### src/rtl/ser_rx_pkg.sv
package ser_rx_pkg;
  typedef enum logic [2:0] {
    ST_IDLE,
    ST_HUNT,
    ST_DATA,
    ST_PAR,
    ST_STOP
  } rx_state_e;
endpackage

### src/rtl/rx_shift.sv
module rx_shift #(
  parameter int DATA_W = 8
) (
  input  logic              clk_i,
  input  logic              rst_ni,
  input  logic              shift_i,
  input  logic              bit_i,
  output logic [DATA_W-1:0] data_nxt_o
);
  logic [DATA_W-1:0] data_q;

  // LSB first: the newest bit enters at the top
  assign data_nxt_o = shift_i ? {bit_i, data_q[DATA_W-1:1]} : data_q;

  always_ff @(posedge clk_i or negedge rst_ni) begin
    if (!rst_ni) data_q <= '0;
    else         data_q <= data_nxt_o;
  end
endmodule

### src/rtl/rx_ctrl.sv
module rx_ctrl
  import ser_rx_pkg::*;
#(
  parameter int DATA_W = 8
) (
  input  logic clk_i,
  input  logic rst_ni,
  input  logic en_i,
  input  logic frame_en_i,
  input  logic par_en_i,
  input  logic bit_vld_i,
  input  logic bit_i,
  output logic shift_o,
  output logic par_cap_o,
  output logic stop_chk_o,
  output logic done_o,
  output logic busy_o
);
  localparam int CNT_W = (DATA_W > 2) ? $clog2(DATA_W) : 1;
  localparam logic [CNT_W-1:0] LAST = CNT_W'(DATA_W - 1);

  rx_state_e st_q, st_d, st_eff;
  logic [CNT_W-1:0] cnt_q, cnt_d;

  // idle resolves straight into the armed state so the first enabled bit counts
  assign st_eff = (st_q == ST_IDLE) ? (frame_en_i ? ST_HUNT : ST_DATA) : st_q;

  always_comb begin
    st_d       = st_eff;
    cnt_d      = cnt_q;
    shift_o    = 1'b0;
    par_cap_o  = 1'b0;
    stop_chk_o = 1'b0;
    done_o     = 1'b0;
    if (!en_i) begin
      st_d  = ST_IDLE;
      cnt_d = '0;
    end else if (bit_vld_i) begin
      unique case (st_eff)
        ST_HUNT: begin
          if (!bit_i) begin
            st_d  = ST_DATA;
            cnt_d = '0;
          end
        end
        ST_DATA: begin
          shift_o = 1'b1;
          if (cnt_q == LAST) begin
            cnt_d = '0;
            if (frame_en_i) st_d = par_en_i ? ST_PAR : ST_STOP;
            else            done_o = 1'b1;
          end else begin
            cnt_d = cnt_q + 1'b1;
          end
        end
        ST_PAR: begin
          par_cap_o = 1'b1;
          st_d      = ST_STOP;
        end
        ST_STOP: begin
          stop_chk_o = 1'b1;
          done_o     = 1'b1;
          st_d       = ST_HUNT;
        end
        default: ;
      endcase
    end
  end

  always_ff @(posedge clk_i or negedge rst_ni) begin
    if (!rst_ni) begin
      st_q  <= ST_IDLE;
      cnt_q <= '0;
    end else begin
      st_q  <= st_d;
      cnt_q <= cnt_d;
    end
  end

  assign busy_o = (st_q == ST_DATA) || (st_q == ST_PAR) || (st_q == ST_STOP);
endmodule

### src/rtl/ser_byte_rx.sv
module ser_byte_rx #(
  parameter int DATA_W = 8
) (
  input  logic              clk_i,
  input  logic              rst_ni,
  input  logic              en_i,
  input  logic              frame_en_i,
  input  logic              par_en_i,
  input  logic              par_odd_i,
  input  logic              bit_vld_i,
  input  logic              bit_i,
  output logic [DATA_W-1:0] byte_o,
  output logic              byte_vld_o,
  output logic              par_err_o,
  output logic              stop_err_o,
  output logic              busy_o
);
  logic              shift, par_cap, stop_chk, done;
  logic [DATA_W-1:0] data_nxt;
  logic              par_bit_q;
  logic [DATA_W-1:0] byte_q;
  logic              vld_q, perr_q, serr_q;

  rx_ctrl #(.DATA_W(DATA_W)) u_ctrl (
    .clk_i      (clk_i),
    .rst_ni     (rst_ni),
    .en_i       (en_i),
    .frame_en_i (frame_en_i),
    .par_en_i   (par_en_i),
    .bit_vld_i  (bit_vld_i),
    .bit_i      (bit_i),
    .shift_o    (shift),
    .par_cap_o  (par_cap),
    .stop_chk_o (stop_chk),
    .done_o     (done),
    .busy_o     (busy_o)
  );

  rx_shift #(.DATA_W(DATA_W)) u_shift (
    .clk_i      (clk_i),
    .rst_ni     (rst_ni),
    .shift_i    (shift),
    .bit_i      (bit_i),
    .data_nxt_o (data_nxt)
  );

  always_ff @(posedge clk_i or negedge rst_ni) begin
    if (!rst_ni) begin
      par_bit_q <= 1'b0;
      byte_q    <= '0;
      vld_q     <= 1'b0;
      perr_q    <= 1'b0;
      serr_q    <= 1'b0;
    end else begin
      if (par_cap) par_bit_q <= bit_i;
      if (done)    byte_q    <= data_nxt;
      vld_q  <= done;
      // stop_chk only occurs in framed operation, so raw mode never flags
      perr_q <= stop_chk & par_en_i & (^data_nxt ^ par_bit_q ^ par_odd_i);
      serr_q <= stop_chk & ~bit_i;
    end
  end

  assign byte_o     = byte_q;
  assign byte_vld_o = vld_q;
  assign par_err_o  = perr_q;
  assign stop_err_o = serr_q;
endmodule

### config.mk
export PLATFORM = sky130hd
export DESIGN_NAME = ser_byte_rx
export DESIGN_NICKNAME = d
export VERILOG_FILES = /design/src/rtl/ser_rx_pkg.sv /design/src/rtl/rx_shift.sv /design/src/rtl/rx_ctrl.sv /design/src/rtl/ser_byte_rx.sv
export SDC_FILE = /design/constraint.sdc
export NUM_CORES = 1
export LEC_CHECK = 0
export BUFFER_PORTS_ARGS = -buffer_cell sky130_fd_sc_hd__buf_2
export CELL_PAD_IN_SITES_DETAIL_PLACEMENT = 0
export CELL_PAD_IN_SITES_GLOBAL_PLACEMENT = 1
export CORE_MARGIN = 3
export CORE_UTILIZATION = 47
export DETAILED_ROUTE_END_ITERATION = 10
export PLACE_DENSITY_LB_ADDON = 0.15
export SETUP_SLACK_MARGIN = 0.1
export SLEW_MARGIN = 30
export SYNTH_ARGS = -nofsm -noshare
export SYNTH_HDL_FRONTEND = slang
export SYNTH_SLANG_ARGS = --single-unit
### constraint.sdc
create_clock -name clk_i -period 2.7 [get_ports clk_i]
set_input_delay 0.27 -clock clk_i [delete_from_list [all_inputs] [get_ports clk_i]]
set_output_delay 0.27 -clock clk_i [all_outputs]
set_load 0.02 [all_outputs]
; ---- After elaboration in Yosys (flattened, before gate mapping)
; Index checks and enable logic that the tools add are counted.
[totals]
input_bits = 8
ff_bits = 26
wordCells = 60
out_inout_bits = 12
[classes]
bitwise = 6
mux = 29
reduce_logical = 5
n_eq_ne = 11
n_addsub = 1
[op_table]
columns = cell, n
row1 = $mux 3, 11
row2 = $mux 1, 13
row3 = $eq 3x2->1 const B, 4
row4 = $pmux 3 s4, 1
row5 = $eq 3x3->1 const B, 3
row6 = $mux 8, 1
row7 = $reduce_xor 8->1, 1
row8 = $pmux 3 s2, 1
row9 = $add 3x1->3 const B, 1
row10 = $and 1x1->1, 3
row11 = $eq 3x1->1 const B, 1
row12 = $logic_not 3->1, 1
row13 = $ne 3x1->1 const B, 1
row14 = $ne 3x3->1 const B, 1
row15 = $reduce_and 3->1, 1
row16 = $logic_or 1x1->1, 2
row17 = $mux 2, 1
row18 = $ne 2x1->1 const B, 1
row19 = $pmux 1 s2, 1
row20 = $xor 1x1->1, 2
row21 = $not 1->1, 1

; ---- Logic depth before layout (Yosys ltp)
[depth]
ltp_word = 11
mapped_depth = 7
depth_no_buf = 7

; ---- Modules after synthesis
; Synthesis repeated with hierarchy kept, for this count alone.
[unflattened]
cells_unflattened = 115
hier_area_um2 = 1347.5
[modules_own_cells]
columns = mod, n_inst, area_per_inst_um2, seq_area_each_um2, cells_per_inst
row1 = ser_byte_rx, 1, 509.2, 300.3, 32
row2 = rx_ctrl, 1, 506.7, 150.1, 66
row3 = rx_shift, 1, 331.6, 200.2, 17

; ---- Worst setup path before layout
; OpenSTA, ideal clock, no wires.
[synth_timing]
path_kind = reg-to-reg
from = register u_ctrl.cnt_q[0]
to = register u_ctrl.st_q[0]
t_arrival_ps = 1487
path_buffers = 0
synth_period_minus_slack_ps = 1612
path_slack_ps = 1088
path_stages_with_launch = 8
setup_ps = 126
required_ps = 2574
cell_sequence = dfrtp_1 > ha_1 > ha_1 > inv_1 > nand2_1 > a31oi_1 > a31oi_1 > o311a_1
[synth_via]
elab_chain_cells = 5
[synth_lines]
columns = element, line
row1 = "start, declared", rx_ctrl.sv:23  ; logic [CNT_W-1:0] cnt_q, cnt_d;
row2 = "start signal, assigned", rx_ctrl.sv:76  ; cnt_q <= cnt_d;
row3 = $eq 3x3->1, rx_ctrl.sv:48  ; if (cnt_q == LAST) begin
row4 = $mux 3, rx_ctrl.sv:48
row5 = $pmux 3 s4, rx_ctrl.sv:39  ; unique case (st_eff)
row6 = $mux 3, rx_ctrl.sv:38  ; end else if (bit_vld_i) begin
row7 = $mux 3, rx_ctrl.sv:35  ; if (!en_i) begin
row8 = net u_ctrl.st_d[0], rx_ctrl.sv:22  ; rx_state_e st_q, st_d, st_eff;
row9 = "end signal, assigned", rx_ctrl.sv:75  ; st_q <= st_d;
row10 = "end, declared", rx_ctrl.sv:22
; The timed path passes the listed nets, and every way through them passes these cells.
; A chain may end at the register's enable or synchronous reset.

; ---- Worst setup path after layout
[layout_timing]
from = register u_ctrl.st_q[1]
to = register byte_q[4] (netlist: byte_o[4])
[layout_via]
elab_chain_cells = 7
elab_cells_between_ends = 11
cone_classes = 2 x eq/ne / 8 x mux / 1 x reduce/logical
[layout_lines]
columns = element, line
row1 = $logic_not 3->1, rx_ctrl.sv:26  ; assign st_eff = (st_q == ST_IDLE) ? (frame_en_i ? ST_HUNT : ST_DATA) : st_q;
row2 = $mux 3 (*), rx_ctrl.sv:26
row3 = $eq 3x2->1, rx_ctrl.sv:39
row4 = $mux 1, rx_ctrl.sv:39
row5 = $mux 1, rx_ctrl.sv:38
row6 = $mux 1, rx_ctrl.sv:35
row7 = $mux 8, rx_shift.sv:13  ; assign data_nxt_o = shift_i ? {bit_i, data_q[DATA_W-1:1]} : data_q;
row8 = "end signal, assigned", ser_byte_rx.sv:56  ; if (done) byte_q <= data_nxt;
row9 = "end, declared", ser_byte_rx.sv:21  ; logic [DATA_W-1:0] byte_q;
; Every way passes the cells marked *; elsewhere a longest branch is shown, timed or not.

==> flow_summary.json <==
{
  "critPathRequiredTime_ns": 2.88,
  "grt_setup_unrepaired": "no",
  "avgSynthCellArea_sq_um": 10.3,
  "antenna_found_initial": 0,
  "clockPowerShare_pct": 12.9,
  "num_vias": 1003,
  "irDropWorstVdd_uv": 501,
  "die_h_um": 60.7,
  "seq_power_share_pct": 48.2,
  "routed_wl_um": 2600,
  "clk_path_buf_depth": 2,
  "worst_hold_slack_ns": 0.216,
  "cts_tree": "yes",
  "finalCoreUtilization_pct": 54.7,
  "r2r_setup_slack_ns": 0.77,
  "cp_slowest_stage_delay_ns": 0.54,
  "grt.overflow.total": 0,
  "numCtsBuffers": 3,
  "die_area_sq_um": 3680,
  "grt_max_degree": 27,
  "met3_length_um": 130,
  "setup_viol": 0,
  "syn_inst": 136,
  "area_delta_synth_final_pct": 9.36,
  "crit_path_start_kind": "register",
  "dr_wl_met2_um": 1160,
  "cts-root-buf": "clkbuf_4",
  "finalPower_mw": 1.20,
  "fp.dieW_um": 60.7,
  "tns_ns": 0,
  "crit_chain": "nor2b_2 > nor4_4 > buf_4 > nand3b_4 > and2_1 > a21oi_2",
  "power_frac_comb_pct": 38.9,
  "gp_congestion": 0.780,
  "port_buffers": 19,
  "drc": 0,
  "drt_iter0_markers": 47,
  "power_density_nw_per_um2": 783,
  "hold_viol_final": 0,
  "path_class": "register to register",
  "insertion_delay_ns": 0.31,
  "wirelength_met1_um": 1280,
  "post-route-period-util_pct": 71.7,
  "cp.arrival_ns": 2.12,
  "cts_max_level": 1,
  "rows": 19,
  "dr.pass1.iters": 4,
  "outcome": "finished, final reports clean",
  "p_int_mw": 0.794,
  "initial_core_util_pct": 50.0,
  "io_pins": 20,
  "drive_gt1_share_pct": 28.9,
  "synthDistinctLibCells": 34,
  "maxCapViolations": 0,
  "wire_per_inst_um": 14.2,
  "power.leakage_nw": 0.744,
  "slew_violations": 0,
  "nets": 164,
  "critical_path.slowest_cell": "dfrtp_1",
  "yosysWarnings": 0,
  "slew_headroom_pct": 61.9,
  "p_switching_mw": 0.409,
  "synth_area_sq_um": 1400,
  "clock.fmax_ghz": 0.517,
  "dp_hpwl_um": 1890,
  "vias_per_cell": 5.48,
  "grt_pass1_vias": 979,
  "worst_pin_slew_ns": 0.571,
  "critPathBufInv": 1,
  "diodes": 0,
  "cts_setup_buffers": 0,
  "clock-sinks": 26,
  "yosysSeqAreaShare_pct": 46.3,
  "crit_family": "simple AND/OR/NAND/NOR gates",
  "synth_fp_nets": 146,
  "ys_seq_elements": 26,
  "coreArea_sq_um": 2810,
  "grt_pass1_wl_um": 4550,
  "track_usage_pct": 16.5,
  "finalCriticalPeriod_ns": 1.93,
  "crit_path_max_fanout": 14,
  "clock-skew-final_ns": 0.0147,
  "postRouteAntennaNets": 0,
  "swShare_pct": 34.0,
  "crit_path_end_kind": "register",
  "cts.reportedPaths.clkPinSlew_ns": 0.12,
  "hp-class": "input pin to register",
  "top_layer": "met4"
}
==> registers in the layout (all words and copies together) (netlist names) <==
register / cells
byte_o: 8
byte_vld_o: 1
par_bit_q: 1
par_err_o: 1
stop_err_o: 1
u_ctrl.cnt_q: 3
u_ctrl.st_q: 3
u_shift.data_q: 8
==> layout by cell type (no fill, tap or decap), drive strengths merged, types with 3 or more instances in the layout <==
cell / netlist / routed
dfrtp: 26 / 26
buf: 5 / 20
a21oi: 14 / 14
inv: 12 / 12
nand2: 10 / 10
mux2: 9 / 9
o22ai: 9 / 9
o21ai: 7 / 7
nor2: 6 / 6
xnor2: 5 / 5
nor3: 3 / 3
nand3: 3 / 3
clkbuf: 3 / 3
nor2b: 3 / 3
nor4: 3 / 3
==> repair_timing <==
item	CTS	global route
hold buffers	1	0
endpoints found under the hold margin	26	0
resized for setup	0	0
==> metrics by stage <==
step / area [sq um] / worst slack, ns / instances
finish: 1540 / 0.765 / 183
global placement: 1500 / 0.806 / 179
detailed placement: 1500 / 0.784 / 179
global route: 1540 / 0.608 / 183
floorplan: 1400 / 1.09 / 136
CTS: 1540 / 0.761 / 183
==> synthesized netlist by cell type <==
cell type,number,area (sq um)
nor2b_2,1,8.76
nand3b_4,1,20.0
a21boi_0,1,7.51
ha_1,2,25.0
nand2_2,1,6.26
o22ai_1,9,56.3
a21oi_2,8,70.1
dfrtp_1,26,651
nor4_4,1,21.3
buf_2,4,20.0
nor4_1,2,12.5
nor4b_1,1,8.76
or3_1,1,6.26
and2_1,1,6.26
nor2_1,6,22.5
nor3_1,3,15.0
xnor2_1,5,43.8
buf_6,1,11.3
nor2b_1,2,12.5
a21oi_1,6,30.0
xnor3_1,1,22.5
a31oi_1,2,12.5
nand2_1,9,33.8
mux2_2,9,101
o21ai_0,7,35.0
nor3b_1,1,7.51
o211ai_1,1,7.51
mux2i_1,2,20.0
xor2_1,2,17.5
nand3_1,3,15.0
inv_1,12,45.0
clkbuf_1,3,11.3
a32o_1,1,10.0
o311a_1,1,10.0
==> final timing paths <==
check                      cells after the start                      from                     endpoint
max reg2reg                                    6  u_ctrl.st_q[1]$_DFF_PN0_        byte_o[4]$_DFFE_PN0P_
min in group asynchronous                      2                    rst_ni  u_ctrl.cnt_q[0]$_DFFE_PN0P_
max                                            6  u_ctrl.st_q[1]$_DFF_PN0_        byte_o[4]$_DFFE_PN0P_
min                                            3                  par_en_i          par_err_o$_DFF_PN0_
min reg2reg                                    2     byte_o[4]$_DFFE_PN0P_        byte_o[4]$_DFFE_PN0P_
max in group asynchronous                      2                    rst_ni  u_shift.data_q[6]$_DFF_PN0_
==> per-layer routing <==
layer / track usage, % / up-vias
met5: 0 / -
met4: 3.72 / 0
met1: 24.4 / 473
li1: - / 509
met2: 24.4 / 19
met3: 4.04 / 2
==> area by class of cell <==
type / instances / area [sq um]
fill: 275 / 1270
multi-input combinational: 90 / 666
sequential: 26 / 651
timing repair buffer: 21 / 113
inverter: 12 / 45.0
tap: 31 / 38.8
clock buffer: 3 / 22.5
==> power groups by stage <==
stage | Sequential [mW] | Combinational, mW | Clock, mW
after floorplan | 0.582 | 0.374 | 0
after global placement | 0.586 | 0.472 | 0
after detailed placement | 0.587 | 0.474 | 0
after CTS | 0.579 | 0.477 | 0.163
after global routing | 0.595 | 0.520 | 0.181
final | 0.579 | 0.468 | 0.155
==> logic make-up after synthesis <==
group	count (synthesis)	share of synthesized area (%)
fa+ha+maj	2	1.78
xor+xnor	8	5.97
buf+inv	20	6.24
compound gates	36	17.0
simple gates	33	14.0
flops	26	46.3
mux	11	8.65
==> worst min-delay path: stages <==
cell and delay [ns]:
buf_2 0.12, nand2_1 0.05, nor3_1 0.04
Power figures use the tool's default switching activity.
